--- src/rtl/pwm_phase_gate.sv ---
module pwm_phase_gate #(
  parameter int CNT_W = 11
) (
  input  logic             clk,
  input  logic             rst,
  input  logic [CNT_W-1:0] cnt_i,
  input  logic             wrap_i,
  input  logic             cfg_ok_i,
  input  logic             trip_i,
  input  logic [CNT_W-1:0] match_i,
  input  logic             drive_en_i,
  input  logic             shut_en_i,
  output logic             gate_hi_o,
  output logic             gate_off_o
);

  logic [CNT_W-1:0] thr_q;
  logic             drv_q;
  logic             sd_q;

  logic             take;
  logic [CNT_W-1:0] thr_eff;
  logic             drv_eff;
  logic             sd_eff;

  assign take    = wrap_i & cfg_ok_i;
  assign thr_eff = take ? match_i    : thr_q;
  assign drv_eff = take ? drive_en_i : drv_q;
  assign sd_eff  = take ? shut_en_i  : sd_q;

  always_ff @(posedge clk) begin
    if (rst) begin
      thr_q <= '0;
      drv_q <= 1'b0;
      sd_q  <= 1'b1;
    end else if (take) begin
      thr_q <= match_i;
      drv_q <= drive_en_i;
      sd_q  <= shut_en_i;
    end
  end

  always_ff @(posedge clk) begin
    if (rst) begin
      gate_hi_o  <= 1'b0;
      gate_off_o <= 1'b1;
    end else begin
      gate_hi_o  <= ~trip_i & drv_eff & (cnt_i < thr_eff);
      gate_off_o <= trip_i | sd_eff;
    end
  end

  logic rst_seen = 1'b0;
  always_ff @(posedge clk) rst_seen <= rst;

  always_ff @(posedge clk) begin
    if (rst_seen) begin
      AST_RESET_SAFE: assert (!gate_hi_o && gate_off_o);
    end
  end

  AST_TRIP_SAFE: assert property (@(posedge clk) disable iff (rst)
    trip_i |=> (!gate_hi_o && gate_off_o));

  AST_HOLD_SETTING: assert property (@(posedge clk) disable iff (rst)
    !(wrap_i && cfg_ok_i) |=> ($stable(thr_q) && $stable(drv_q) && $stable(sd_q)));

  AST_HI_NEEDS_SETTING: assert property (@(posedge clk) disable iff (rst)
    gate_hi_o |-> (drv_q && thr_q != '0));

  AST_SHUT_FOLLOWS: assert property (@(posedge clk) disable iff (rst)
    sd_q |-> gate_off_o);

endmodule

--- config.mk ---
export PLATFORM = sky130hd
export DESIGN_NAME = pwm_phase_gate
export DESIGN_NICKNAME = d
export VERILOG_FILES = /design/src/rtl/pwm_phase_gate.sv
export SDC_FILE = /design/constraint.sdc
export NUM_CORES = 1
export LEC_CHECK = 0
export BUFFER_PORTS_ARGS = -buffer_cell sky130_fd_sc_hd__buf_2
export CAP_MARGIN = 20
export CORE_UTILIZATION = 52
export CTS_BUF_LIST = sky130_fd_sc_hd__clkbuf_2
export DETAILED_ROUTE_END_ITERATION = 10
export PLACE_DENSITY = 0.93
export SYNTH_ARGS = -nofsm -noshare
export SYNTH_HDL_FRONTEND = slang
export SYNTH_SLANG_ARGS = --single-unit
--- constraint.sdc ---
create_clock -name clk -period 2.5 [get_ports clk]
set_input_delay 0.125 -clock clk [delete_from_list [all_inputs] [get_ports clk]]
set_output_delay 0.125 -clock clk [all_outputs]
set_load 0.1 [all_outputs]
After elaboration in Yosys (flattened, before gate mapping) --
Index checks and enable logic that the tools add are counted.
Storage, ports and cells: bits in latches 0, output and inout bits 2, word-level logic and storage cells 14, register bits 15, bits in writable memories 0, input bits 29, ROM bits 0, memories 0
Operators by class: multiplexer cells 3, shift operators 0, add/sub/neg operators 0, equality and inequality tests 0, reduce and logical (&&, ||, !) cells 0, bitwise operators 5, div/mod/pow operators 0, $lt $le $gt $ge 1, $mul 0
Operators with widths (number):
- 11-bit less-than comparator | 1
- 11-bit 2-to-1 mux | 1
- 1-bit bitwise AND | 3
- 1-bit 2-to-1 mux | 2
- 1-bit NOT | 1
- 1-bit OR | 1

Depth between registers and ports, before layout --
depth in word-level cells 4, gate-level depth with buffers 8, mapped depth without buffers 7

Worst setup path before layout --
Ideal clock, no wire load.
kind input to register, from input wrap_i, to register gate_hi_o, setup time 0.079 ns, cell stages on the path 8, arrival time 1.585 ns, path slack 0.836 ns, data required time 2.421 ns, buffers on the path 1, cells stage by stage nand2_2 > buf_2 > mux2i_1 > ha_1 > a21o_1 > a211oi_1 > nand3_1 > a211oi_2
Between the ends: longest elaborated chain between the ends 4, elaborated cells between the ends (all ways) 6, classes of those cells order compare (1); mux (2); bitwise (3)
Ends and longest elaborated chain:
- start, declared | RTL line 7 | input logic wrap_i,
- 1-bit bitwise AND * | RTL line 26 | assign take = wrap_i & cfg_ok_i;
- 11-bit 2-to-1 mux / 1-bit 2-to-1 mux (equally long branches)
- 11-bit less-than comparator / 1-bit bitwise AND (equally long branches) | RTL line 48 | gate_hi_o <= ~trip_i & drv_eff & (cnt_i < thr_eff);
- 1-bit bitwise AND * | RTL line 48
- end signal, assigned | RTL line 48
- end, declared | RTL line 13 | output logic gate_hi_o,
Mark *: on every way between the ends. The rest lies on a longest branch, timed or not. A chain may end at the register's enable or synchronous reset.

Worst setup path in the final report --
Same ends and word-level chain as after synthesis.

==> metrics.txt <==
transition at the pin with the smallest max-transition slack=0.4823 ns; flop-to-flop setup slack=0.97 ns; CTS Sinks=15; first-pass GRT wire length=2.173 mm; critical register-to-register path startpoint=thr_q[9]; Net Count, Synth=110; count of H-tree levels built during CTS=1; cell breakdown of the critical path=buf_2 -> nand2_2 -> mux2i_1 -> ha_1 -> a21o_1 -> a211oi_1 -> nand3_1 -> a211oi_2; worst hold start=trip_i; net total in the final layout=143; WL/cell=11.87 µm; number of primary I/O pins=31; Initial Util=56.15%; Internal=0.3325 mW; mean instance size in the synthesized netlist=10.29 µm²; first drt pass iteration count=4; setup repair after global routing missed its margin=false; buffers from clock root to sink, at most=2; number of endpoints failing setup at the final stage=0; die area=0.001559 mm²; CTS tree=yes; drt drc=0; detailed placer's ending HPWL=1.149 mm; count of endpoints failing hold in the final timing report=0; Slowest-stage cell, CP=sky130_fd_sc_hd__ha_1; maximum achievable frequency=646.2 MHz; # hold bufs at CTS=0; Overall Power=0.4702 mW; global-route total usage across every layer=21.35%; Area Growth Syn to Fin=24.66%; power density over the cells=516.2 mW/mm²; final estimated routing congestion in global placement=0.7717; startpoint type of the worst setup path=input pin; number of antenna repair diodes=0; dominant synthesized flop cell=sky130_fd_sc_hd__dfxtp_1; data arrival at the endpoint of the critical path=1.79 ns; Worst-Skew Late Latency=0.30 ns; Max Fanout on Critical Path=12; Pins Over Slew Limit=0; Max IR drop VDD=0.3686 mV; DIE HEIGHT=39.49 µm; Finished Cell Area=910.9 µm²; WHS Path Cells=2; Logic pwr share=20.6%; maximum cell stage delay along the critical path=0.29 ns; Worst setup EP type=flop; Synth Area in XOR/XNOR=0%; Worst Path Required=2.75 ns; number of cell instances on the worst register-to-register path=6; Async S/R FF share, synth=0%; buffers inserted by post-CTS timing repair=0; arithmetic-cell share of the synthesized area counting full adders, half adders and majority gates=17.12%; post-detailed-route via-to-cell ratio=5.237; maximum number of pins on one net before global-route repair=14; Final Cycle Share=61.90%; antenna-violating nets left=0; compound-gate portion of the synthesized area=11.13%; most frequent standard cell in the layout excluding fill and tap cells=sky130_fd_sc_hd__buf_2; port buffer count=30; relative slew slack=68.07%; fraction of layout cells with a size suffix above 1=36.89%; critical setup path kind=input pin to flop; synthesis-stage register bit count=15; switching power share of the total=29.28%; total placed instance area=890.9 µm²; Std-Cell Rows=13; netlist area before placement=730.7 µm²; post_cts resized=0; count of routing violations after the opening detailed-route iteration=4; number of unique standard cell types used by synthesis=20; Layout Utilization=70.00%; simple logic cell fraction of the synthesized area=13.87%; max-cap violations=0; clock input transition at the sequential cells of the worst setup and hold paths=0.15 ns; r2r endpoint=gate_hi_o; number of enable flip-flop cells after synthesis=0; Setup Total Neg Slack=0 ns; switching power=0.1377 mW; aggregate global routing overflow=0; Lkg Pwr=0.4853 nW; highest-count cells in the layout ignoring fill and taps=sky130_fd_sc_hd__buf_2, sky130_fd_sc_hd__dfxtp_1, sky130_fd_sc_hd__mux2i_1, sky130_fd_sc_hd__nor2_1, sky130_fd_sc_hd__ha_1; area of the core=0.001301 mm²; Post-Route WL=1.401 mm; Syn Inst Count=71; dominant combinational cell family by area after synthesis=adder cells; vias in the first global route=569; Num CTS Buffers=3; fraction of synthesized area in multiplexers=15.07%; number of warnings printed during yosys synthesis=0; status=finished clean; share of total power in sequential cells=53.9%; Min-Delay Path Class=input pin to flop; shortest period the worst path allows=1.548 ns; root buffer cell=sky130_fd_sc_hd__clkbuf_2; worst hold slack across all endpoints=0.02949 ns; Clk network pwr share=25.5%; total via count after detailed routing=618; Worst Hold End=gate_off_o; sequential fraction of the synthesis area=41.10%; number of antenna violations at the first check in global routing=0; final worst clock skew=0.009387 ns; width of the die=39.49 µm
==> layer usage <==
layer / vias up / global-route usage [%] / part of all wire [%]
met4: 0 / 12.93 / 3.0
li1: 323 / - / -
met3: 5 / 3.409 / 4.4
met1: 272 / 23.69 / 40
met5: - / 0 / 0
met2: 18 / 37.30 / 52
==> logic make-up after synthesis <==
logic type	after synthesis
buf+inv	3
mux	11
simple gates	21
flops	15
compound gates	11
fa+ha+maj	10
==> cell type report <==
class,instances,area (µm²)
fillers,109,390.4
clock inverters,1,5.005
inverters,1,3.754
flip-flops and latches,15,300.3
well taps,15,18.77
clock buffers,3,15.01
repair buffers,30,150.1
multi-input cells,53,417.9
==> Yosys cell counts (all sizes together), types with 2 or more instances <==
library cell  count  area (µm²)
ha               10       125.1
nor2             11       41.29
mux2i            11       110.1
a21o              2       15.01
dfxtp            15       300.3
nand4             3       18.77
a21oi             3       15.01
nand3             3       15.01
a211oi            3       27.52
==> per-stage QoR <==
step,setup slack [ns],cells
final,0.9525,118
after global routing,0.8267,118
after CTS,0.9544,118
after detailed placement,0.6225,114
after global placement,0.6958,114
after floorplan,0.8356,71
==> worst max-delay path, delay by kind of cell <==
family,cells,cell delay (ns)
adder cells (fa/ha/maj),1,0.29
AO/OA/AOI/OAI,3,0.57
AND/OR/NAND/NOR,2,0.41
multiplexers,1,0.28
buffers and inverters,1,0.12
==> worst max-delay path by stage <==
stage / from / to / slack [ns] / depth (start not counted)
5_1_grt: wrap_i / gate_hi_o / 0.83 / 8
3_3_place_gp: wrap_i / gate_hi_o / 0.70 / 8
4_1_cts: wrap_i / gate_hi_o / 0.95 / 8
3_5_place_dp: wrap_i / gate_hi_o / 0.62 / 8
6_report: wrap_i / gate_hi_o / 0.95 / 8
2_1_floorplan: wrap_i / gate_hi_o / 0.84 / 8
==> power by group through the flow <==
stage	clock network (mW)	registers (mW)	logic [mW]
3_5_place_dp	0	0.259	0.0975
2_1_floorplan	0	0.265	0.0550
3_3_place_gp	0	0.258	0.0938
5_1_grt	0.133	0.254	0.111
6_report	0.120	0.253	0.0970
4_1_cts	0.122	0.254	0.0979
==> state kept, by name (all words and copies together), names as in the netlist <==
name,cells
sd_q,1
thr_q,11
gate_hi_o,1
gate_off_o,1
drv_q,1
Note: power is estimated with default switching activity, not from simulation.
